--- src/rtl/dct_pkg.sv ---
package dct_pkg;
    localparam int unsigned ADDR_W = 8;

    localparam logic [ADDR_W-1:0] OFS_LOAD  = 8'h00;
    localparam logic [ADDR_W-1:0] OFS_COUNT = 8'h04;
    localparam logic [ADDR_W-1:0] OFS_CTRL  = 8'h08;
    localparam logic [ADDR_W-1:0] OFS_EOI   = 8'h0C;
    localparam logic [ADDR_W-1:0] OFS_STAT  = 8'h10;
    localparam logic [ADDR_W-1:0] OFS_GSTAT = 8'hA0;
    localparam logic [ADDR_W-1:0] OFS_GEOI  = 8'hA4;
    localparam logic [ADDR_W-1:0] OFS_GRAW  = 8'hA8;
    localparam logic [ADDR_W-1:0] OFS_VER   = 8'hAC;

    typedef enum logic [0:0] {
        ST_IDLE  = 1'b0,
        ST_COUNT = 1'b1
    } cnt_state_e;

    typedef struct packed {
        logic mask;
        logic periodic;
        logic enable;
    } ctrl_t;
endpackage

--- src/rtl/dct_regbank.sv ---
module dct_regbank
    import dct_pkg::*;
#(
    parameter int unsigned   DW      = 32,
    parameter logic [DW-1:0] VERSION = 32'h0001_0203
) (
    input  logic              clk,
    input  logic              rst_n,
    input  logic              psel,
    input  logic              penable,
    input  logic              pwrite,
    input  logic [ADDR_W-1:0] paddr,
    input  logic [DW-1:0]     pwdata,
    output logic [DW-1:0]     prdata,
    output logic [DW-1:0]     load_o,
    output ctrl_t             ctrl_o,
    input  logic [DW-1:0]     count_i,
    input  logic              raw_i,
    output logic              eoi_o
);
    localparam int unsigned CTRL_W = $bits(ctrl_t);

    logic wr_acc;
    logic rd_acc;
    logic masked;

    assign wr_acc = psel && penable && pwrite;
    assign rd_acc = psel && penable && !pwrite;
    assign masked = raw_i && !ctrl_o.mask;
    assign eoi_o  = rd_acc && ((paddr == OFS_EOI) || (paddr == OFS_GEOI));

    always_ff @(posedge clk or negedge rst_n) begin
        if (!rst_n) begin
            load_o <= '0;
            ctrl_o <= '0;
        end else if (wr_acc) begin
            if (paddr == OFS_LOAD) load_o <= pwdata;
            if (paddr == OFS_CTRL) ctrl_o <= ctrl_t'(pwdata[CTRL_W-1:0]);
        end
    end

    always_comb begin
        prdata = '0;
        if (rd_acc) begin
            case (paddr)
                OFS_LOAD:  prdata = load_o;
                OFS_COUNT: prdata = count_i;
                OFS_CTRL:  prdata = {{(DW-CTRL_W){1'b0}}, ctrl_o};
                OFS_STAT:  prdata = {{(DW-1){1'b0}}, masked};
                OFS_GSTAT: prdata = {{(DW-1){1'b0}}, masked};
                OFS_GRAW:  prdata = {{(DW-1){1'b0}}, raw_i};
                OFS_VER:   prdata = VERSION;
                default:   prdata = '0;
            endcase
        end
    end
endmodule

--- src/rtl/dct_counter.sv ---
module dct_counter
    import dct_pkg::*;
#(
    parameter int unsigned DW = 32
) (
    input  logic          clk,
    input  logic          rst_n,
    input  logic          enable_i,
    input  logic          periodic_i,
    input  logic [DW-1:0] load_i,
    output logic [DW-1:0] count_o,
    output logic          expire_o,
    output logic          running_o
);
    localparam logic [DW-1:0] ALL_ONES = {DW{1'b1}};

    cnt_state_e state_q;
    cnt_state_e state_d;
    logic       at_zero;

    assign at_zero = (count_o == '0);

    always_comb begin
        state_d = state_q;
        unique case (state_q)
            ST_IDLE:  if (enable_i)  state_d = ST_COUNT;   // T_START
            ST_COUNT: if (!enable_i) state_d = ST_IDLE;    // T_STOP
        endcase
    end

    always_ff @(posedge clk or negedge rst_n) begin
        if (!rst_n) state_q <= ST_IDLE;
        else        state_q <= state_d;
    end

    always_ff @(posedge clk or negedge rst_n) begin
        if (!rst_n) begin
            count_o <= '0;
        end else begin
            unique case (state_q)
                ST_IDLE: begin
                    if (enable_i) count_o <= load_i;
                end
                ST_COUNT: begin
                    if (enable_i) begin
                        if (at_zero) count_o <= periodic_i ? load_i : ALL_ONES; // T_WRAP
                        else         count_o <= count_o - 1'b1;
                    end
                end
            endcase
        end
    end

    assign expire_o  = (state_q == ST_COUNT) && enable_i && at_zero;
    assign running_o = (state_q == ST_COUNT);
endmodule

--- src/rtl/dct_irq.sv ---
module dct_irq (
    input  logic clk,
    input  logic rst_n,
    input  logic expire_i,
    input  logic clear_i,
    input  logic mask_i,
    output logic raw_o,
    output logic irq_o
);
    always_ff @(posedge clk or negedge rst_n) begin
        if (!rst_n)        raw_o <= 1'b0;
        else if (expire_i) raw_o <= 1'b1;
        else if (clear_i)  raw_o <= 1'b0;
    end

    assign irq_o = raw_o && !mask_i;
endmodule

--- src/rtl/apb_dcount_timer.sv ---
module apb_dcount_timer
    import dct_pkg::*;
#(
    parameter int unsigned   DW      = 32,
    parameter logic [DW-1:0] VERSION = 32'h0001_0203
) (
    input  logic              clk,
    input  logic              rst_n,
    input  logic              psel,
    input  logic              penable,
    input  logic              pwrite,
    input  logic [ADDR_W-1:0] paddr,
    input  logic [DW-1:0]     pwdata,
    output logic [DW-1:0]     prdata,
    output logic              pready,
    output logic              pslverr,
    output logic              timer_irq
);
    ctrl_t         ctrl_q;
    logic [DW-1:0] load_q;
    logic [DW-1:0] count_q;
    logic          raw_q;
    logic          expire;
    logic          running;
    logic          eoi_clr;

    assign pready  = 1'b1;
    assign pslverr = 1'b0;

    dct_regbank #(.DW(DW), .VERSION(VERSION)) u_regs (
        .clk     (clk),
        .rst_n   (rst_n),
        .psel    (psel),
        .penable (penable),
        .pwrite  (pwrite),
        .paddr   (paddr),
        .pwdata  (pwdata),
        .prdata  (prdata),
        .load_o  (load_q),
        .ctrl_o  (ctrl_q),
        .count_i (count_q),
        .raw_i   (raw_q),
        .eoi_o   (eoi_clr)
    );

    dct_counter #(.DW(DW)) u_cnt (
        .clk        (clk),
        .rst_n      (rst_n),
        .enable_i   (ctrl_q.enable),
        .periodic_i (ctrl_q.periodic),
        .load_i     (load_q),
        .count_o    (count_q),
        .expire_o   (expire),
        .running_o  (running)
    );

    dct_irq u_irq (
        .clk      (clk),
        .rst_n    (rst_n),
        .expire_i (expire),
        .clear_i  (eoi_clr),
        .mask_i   (ctrl_q.mask),
        .raw_o    (raw_q),
        .irq_o    (timer_irq)
    );
endmodule

--- config.mk ---
export PLATFORM = sky130hd
export DESIGN_NAME = apb_dcount_timer
export DESIGN_NICKNAME = d
export VERILOG_FILES = /design/src/rtl/dct_pkg.sv /design/src/rtl/dct_regbank.sv /design/src/rtl/dct_counter.sv /design/src/rtl/dct_irq.sv /design/src/rtl/apb_dcount_timer.sv
export SDC_FILE = /design/constraint.sdc
export NUM_CORES = 1
export LEC_CHECK = 0
export ABC_AREA = 1
export BUFFER_PORTS_ARGS = -buffer_cell sky130_fd_sc_hd__buf_4
export CAP_MARGIN = 20
export CORE_MARGIN = 10
export CORE_UTILIZATION = 35
export DETAILED_ROUTE_END_ITERATION = 10
export PLACE_DENSITY = 0.66
export RECOVER_POWER = 100
export SETUP_SLACK_MARGIN = 0.5
export SYNTH_ARGS = -nofsm -noshare
export SYNTH_HDL_FRONTEND = slang
export SYNTH_SLANG_ARGS = --single-unit
--- constraint.sdc ---
create_clock -name clk -period 4.4 [get_ports clk]
set_input_delay 0.66 -clock clk [delete_from_list [all_inputs] [get_ports clk]]
set_output_delay 0.66 -clock clk [all_outputs]
set_load 0.01 [all_outputs]
---- After elaboration in Yosys (flattened, before gate mapping) ----
Index checks and enable logic that the tools add are counted.
word-level totals
  bits in registers ....................... 69
  input port bits ......................... 45
  output and inout bits ................... 35
  word-level logic and storage cells ...... 46
cells by class
  add/subtract/negate cells ............... 1
  equality and inequality tests ........... 10
  multiplexer cells ....................... 10
  bitwise gates (word level) .............. 1
  reduce and logical (&&, ||, !) cells .... 17
operator list
  operator                                              count
  one-hot mux 32 bit (6 select lines)                   1
  2-to-1 mux 32 bit                                     5
  one-hot mux 32 bit (2 select lines)                   1
  equality test 8 bit (second input constant)           4
  zero test 32 bit                                      1
  subtractor 32 x 1 -> 32 bit (second input constant)   1
  equality test 8 x 4 -> 1 bit (second input constant)  2
  equality test 8 x 3 -> 1 bit (second input constant)  1
  equality test 8 x 5 -> 1 bit (second input constant)  1
  zero test 8 bit                                       1
  logical AND 1 bit                                     7
  AND reduction 2 bit                                   3
  inequality test 2 bit (second input constant)         2
  2-to-1 mux 1 bit                                      3
  zero test 1 bit                                       2
  nonzero test 2 bit                                    1
  OR reduction 2 bit                                    1
  logical OR 1 bit                                      1
  inverter 1 bit                                        1

---- Depth between registers and ports, before layout ----
  depth after elaboration ................. 5
  gate-level depth with buffers ........... 12
  depth with buffers taken out ............ 12

---- Modules after synthesis ----
Synthesis repeated with hierarchy kept, for this count alone.
second synthesis, totals
  cell total of the unflattened synthesis .. 857
  area, all modules ....................... 5360.1 um^2
modules (own cells, without submodules)
  module            times used  cells an instance  area each (um^2)  sequential area each (um^2)
  dct_counter       1           468                2817.7            825.8
  dct_regbank       1           378                2469.9            875.8
  dct_irq           1           7                  50.0              25.0
  apb_dcount_timer  1           4                  22.5              0.0

---- Worst setup path before layout ----
Ideal clock, no wire load.
  path kind ............................... input-to-output
  start point ............................. input port paddr[1]
  end point ............................... output port prdata[25]
  data arrival time ....................... 1.736 ns
  required time ........................... 3.740 ns
  setup slack ............................. 2.004 ns
  cell stages on the path ................. 8
  path buffers ............................ 1
  cells stage by stage .................... nor2_2 > nand2_1 > nor3_2 > nor2_1 > nand4_1 > nand2_1 > buf_2 > a21oi_1
on the way
  longest elaborated chain between the ends .. 4
  elaborated cells between the ends (all ways) .. 10
  classes of those cells .................. eq/ne (6); mux (2); reduce/logical (2)
ends and longest elaborated chain
  what                                                                        line                    text
  from (decl)                                                                 apb_dcount_timer.sv:12  input logic [ADDR_W-1:0] paddr,
  equality test 8 x 5 -> 1 bit / equality test 8 bit (equally long branches)  dct_regbank.sv:45       case (paddr)
  OR reduction 2 bit (no source line)                                         -
  one-hot mux 32 bit (6 select lines) (*)                                     dct_regbank.sv:45
  2-to-1 mux 32 bit (*)                                                       dct_regbank.sv:44       if (rd_acc) begin
  to (decl)                                                                   apb_dcount_timer.sv:14  output logic [DW-1:0] prdata,
Every way passes the cells marked *; elsewhere a longest branch is shown, timed or not.

---- Final worst setup path ----
  start point ............................. input port paddr[6]
  end point ............................... output port prdata[2]
Same word-level chain as after synthesis.

==> flow_results.xml <==
<?xml version="1.0" encoding="UTF-8"?>
<metrics>
  <group name="clocking">
    <metric name="htree_levels" unit="">3</metric>
    <metric name="worstSkewPairLatency" unit="ns">0.34</metric>
    <metric name="cts_buffer_count" unit="">9</metric>
    <metric name="post_cts_resize_count" unit="">0</metric>
    <metric name="max-clock-path-buffers" unit="">2</metric>
    <metric name="clkSinkCount" unit="">69</metric>
    <metric name="post-cts-setup-buffer-count" unit="">0</metric>
    <metric name="clk_pin_slew" unit="ns">0.05</metric>
    <metric name="post_cts_hold_buffer_count" unit="">0</metric>
    <metric name="cts_tree" unit="">done</metric>
    <metric name="root_buffer" unit="">sky130_fd_sc_hd__clkbuf_16</metric>
  </group>
  <group name="power_and_ir_drop">
    <metric name="p_leak" unit="uW">0.00254</metric>
    <metric name="clkPwrFrac" unit="%">39.7</metric>
    <metric name="total_power" unit="uW">2150</metric>
    <metric name="seq_power_share" unit="%">34.9</metric>
    <metric name="p_int" unit="uW">1460</metric>
    <metric name="power_switching_share" unit="%">32.1</metric>
    <metric name="comb_power_share" unit="%">25.3</metric>
    <metric name="power.density" unit="nW/um^2">392</metric>
    <metric name="switchingPower" unit="uW">692</metric>
    <metric name="peakVddDrop" unit="uV">219</metric>
  </group>
  <group name="cells_and_area">
    <metric name="utilization" unit="%">41.8</metric>
    <metric name="antenna_cells_inserted" unit="">0</metric>
    <metric name="fin_nets" unit="">777</metric>
    <metric name="final_cell_area" unit="um^2">5490</metric>
    <metric name="area_added_between_synthesis_and_finish" unit="%">18.3</metric>
    <metric name="layout-drive-gt1-share" unit="%">13.5</metric>
  </group>
  <group name="grt">
    <metric name="grt_first_pass_wirelength" unit="um">23100</metric>
    <metric name="antenna_found_initial" unit="">0</metric>
    <metric name="globalRouteTotalUtil" unit="%">15.6</metric>
    <metric name="grt_pass1_vias" unit="">4439</metric>
    <metric name="globalRouteOverflowTotal" unit="">0</metric>
    <metric name="pin_count_of_the_biggest_net_entering_global_routing" unit="">70</metric>
  </group>
  <group name="timing">
    <metric name="fin_hold_ws" unit="ns">0.481</metric>
    <metric name="report.final.setup_viol" unit="">0</metric>
    <metric name="finalWorstPathRequiredPeriod" unit="ns">3.72</metric>
    <metric name="timing_worst_slew_pin_value" unit="ns">1.77</metric>
    <metric name="final_min_period_over_clock_period" unit="%">84.6</metric>
    <metric name="finalClockSkew" unit="ns">0.00848</metric>
    <metric name="max_clock_freq" unit="MHz">269</metric>
    <metric name="rsz_0062_raised_after_global_routing" unit="">false</metric>
    <metric name="final-max-slew-violation-count" unit="">70</metric>
    <metric name="hold_violations" unit="">0</metric>
    <metric name="setup-tns-final" unit="ns">0</metric>
    <metric name="headroom_to_the_max_slew_limit" unit="%">-18.2</metric>
  </group>
  <group name="min_path">
    <metric name="min_path_type" unit="">reg2reg</metric>
  </group>
  <group name="drt">
    <metric name="detailedRoute.firstIterationViolations" unit="">383</metric>
    <metric name="firstDrtPassIters" unit="">5</metric>
    <metric name="routedWlPerCell" unit="um">15.4</metric>
    <metric name="drt_drc_violations_left" unit="">0</metric>
    <metric name="antenna_violating_nets_post_route" unit="">0</metric>
    <metric name="route.vias.total" unit="">4563</metric>
    <metric name="route.final.wire_length" unit="um">14100</metric>
    <metric name="drt-vias-per-instance" unit="">5.01</metric>
  </group>
  <group name="yosys">
    <metric name="synth_common_cells" unit="">sky130_fd_sc_hd__nand2_1 (144), sky130_fd_sc_hd__nor2_1 (98), sky130_fd_sc_hd__dfrtp_1 (69), sky130_fd_sc_hd__nand3_1 (66), sky130_fd_sc_hd__a21oi_1 (58)</metric>
    <metric name="synth_most_common_cell" unit="">sky130_fd_sc_hd__nand2_1</metric>
    <metric name="synth.largest_area_cell" unit="">sky130_fd_sc_hd__dfrtp_1</metric>
    <metric name="yosys-top-cells-area" unit="">sky130_fd_sc_hd__dfrtp_1 (37%), sky130_fd_sc_hd__nand2_1 (12%), sky130_fd_sc_hd__nor2_1 (7.9%)</metric>
    <metric name="postSynthAreaPerCell" unit="um^2">6.95</metric>
    <metric name="synth_area" unit="um^2">4640</metric>
    <metric name="synth.yosys.seq_area_share" unit="%">37.2</metric>
    <metric name="synthFlopType" unit="">sky130_fd_sc_hd__dfrtp_1</metric>
    <metric name="syn-num-nets" unit="">715</metric>
    <metric name="synth.distinct_cells" unit="">36</metric>
    <metric name="share_of_yosys_cell_area_claimed_by_the_top_area_cell_type" unit="%">37.2</metric>
    <metric name="synth_edf_count" unit="">0</metric>
    <metric name="yosysWarningCount" unit="">0</metric>
    <metric name="synth.ff_latch_count" unit="">69</metric>
    <metric name="async_flop_share" unit="%">100</metric>
    <metric name="synthesis.instances" unit="">668</metric>
  </group>
  <group name="worst_setup_path">
    <metric name="worst-r2r-setup-slack" unit="ns">1.25</metric>
    <metric name="crit_arrival" unit="ns">3.06</metric>
    <metric name="crit_path_cell_trace" unit="">clkbuf_4, inv_1, nand4_1, inv_1, nand2_1, inv_1, nand2_1, o21ai_0, a21oi_1, nor2_1, clkbuf_1</metric>
    <metric name="criticalPathCategory" unit="">in2out</metric>
    <metric name="crit_slowest_cell" unit="">sky130_fd_sc_hd__inv_1</metric>
    <metric name="cp-start-kind" unit="">input port</metric>
    <metric name="worstPathMaxFanout" unit="">31</metric>
    <metric name="cp_data_required_time" unit="ns">3.74</metric>
    <metric name="biggest_cell_delay_along_the_critical_path" unit="ns">0.87</metric>
    <metric name="critPathCaptureType" unit="">output port</metric>
    <metric name="critical_path.most_common_cell" unit="">sky130_fd_sc_hd__inv_1</metric>
  </group>
  <group name="die">
    <metric name="boundaryPins" unit="">80</metric>
    <metric name="design.core.area" unit="um^2">13100</metric>
    <metric name="dieArea" unit="um^2">18300</metric>
    <metric name="number_of_rows_created_at_floorplan" unit="">42</metric>
    <metric name="initial_core_util" unit="%">35.4</metric>
    <metric name="dieHeight" unit="um">135</metric>
    <metric name="die_width" unit="um">135</metric>
  </group>
  <group name="placement">
    <metric name="routabilityCongestion" unit="">0.899</metric>
    <metric name="sum_of_net_half_perimeters_after_detailed_placement" unit="um">10100</metric>
    <metric name="dpl_cell_area" unit="um^2">5310</metric>
    <metric name="port_buffers" unit="">77</metric>
  </group>
  <group name="outcome">
    <metric name="status" unit="">finished, violations left</metric>
    <metric name="violations" unit="">max-capacitance violations, max-slew violations</metric>
  </group>
  <group name="flow_run">
    <metric name="max_cap_violations" unit="">1</metric>
  </group>
</metrics>
[critical path, delay by kind of cell]
kind | cells | cell delay [ns]
buf+inv | 5 | 1.62
simple gates | 4 | 0.58
compound gates | 2 | 0.20
[metrics by stage]
| step | worst slack (ns) | cells |
|---|---|---|
| floorplan | 2.00 | 668 |
| global placement | 0.939 | 895 |
| detailed placement | 0.896 | 895 |
| CTS | 0.887 | 910 |
| global route | 0.362 | 910 |
| finish | 0.676 | 910 |
[layer usage]
layer / routed length, um / vias up / global-route usage (%)
met4: 118 / 0 / 3.77
met5: 0 / - / 0
met3: 828 / 9 / 3.86
li1: - / 2286 / -
met2: 6450 / 141 / 24.7
met1: 6660 / 2127 / 21.0
[worst paths after layout]
| kind | from | endpoint | depth (start not counted) |
|---|---|---|---|
| setup / recovery | paddr[6] | prdata[2] | 11 |
| max in group asynchronous | rst_n | u_cnt.running_o$_DFF_PN0_ | 1 |
| hold / removal | u_cnt.count_o[0]$_DFFE_PN0P_ | u_cnt.count_o[0]$_DFFE_PN0P_ | 2 |
| setup reg to reg | u_cnt.count_o[0]$_DFFE_PN0P_ | u_cnt.count_o[9]$_DFFE_PN0P_ | 11 |
| min in group asynchronous | rst_n | u_regs.load_o[23]$_DFFE_PN0P_ | 1 |
| hold reg to reg | u_cnt.count_o[0]$_DFFE_PN0P_ | u_cnt.count_o[0]$_DFFE_PN0P_ | 2 |
[power by group through the flow]
stage | Combinational, uW | Clock [uW] | Sequential, uW
after floorplan | 411 | 0 | 741
after global placement | 541 | 0 | 760
after detailed placement | 548 | 0 | 762
after CTS | 555 | 866 | 751
after global routing | 614 | 899 | 760
final | 546 | 856 | 753
[kinds of logic after synthesis]
group | Yosys count | synth area share, %
adders and majority gates | 2 | 0.539
buffers and inverters | 92 | 8.67
DFF | 69 | 37.2
muxes | 14 | 3.39
xor gates and xnor gates | 21 | 3.96
and+or+nand+nor | 346 | 32.5
other | 2 | 0.162
AOI/OAI and AO/OA | 122 | 13.6
[cell type report]
cell class | instances | area (um^2)
fill | 1436 | 7640
clock buffer | 11 | 253
clock inverter | 4 | 95.1
timing repair buffer | 84 | 493
sequential | 69 | 1730
inverter | 59 | 221
multi-input combinational | 507 | 2480
tap | 176 | 220
[registers in the layout, summed over array words and instances (netlist names)]
name / count
u_regs.load_o: 32
u_cnt.running_o: 1
u_regs.ctrl_o: 3
u_irq.raw_o: 1
u_cnt.count_o: 32
[layout by cell type (no fill, tap or decap), drive strengths merged, types with 3 or more instances in the layout]
cell type	synthesis	final
nand4	6	6
nand3	67	67
xor2	12	12
a21oi	58	58
o21ai	56	56
bufinv	0	3
buf	16	45
dfrtp	69	69
clkbuf	17	50
inv	58	58
xnor2	9	9
nor3	3	3
nand2	154	154
nor2	115	115
mux2	14	14
Power figures use the tool's default switching activity.
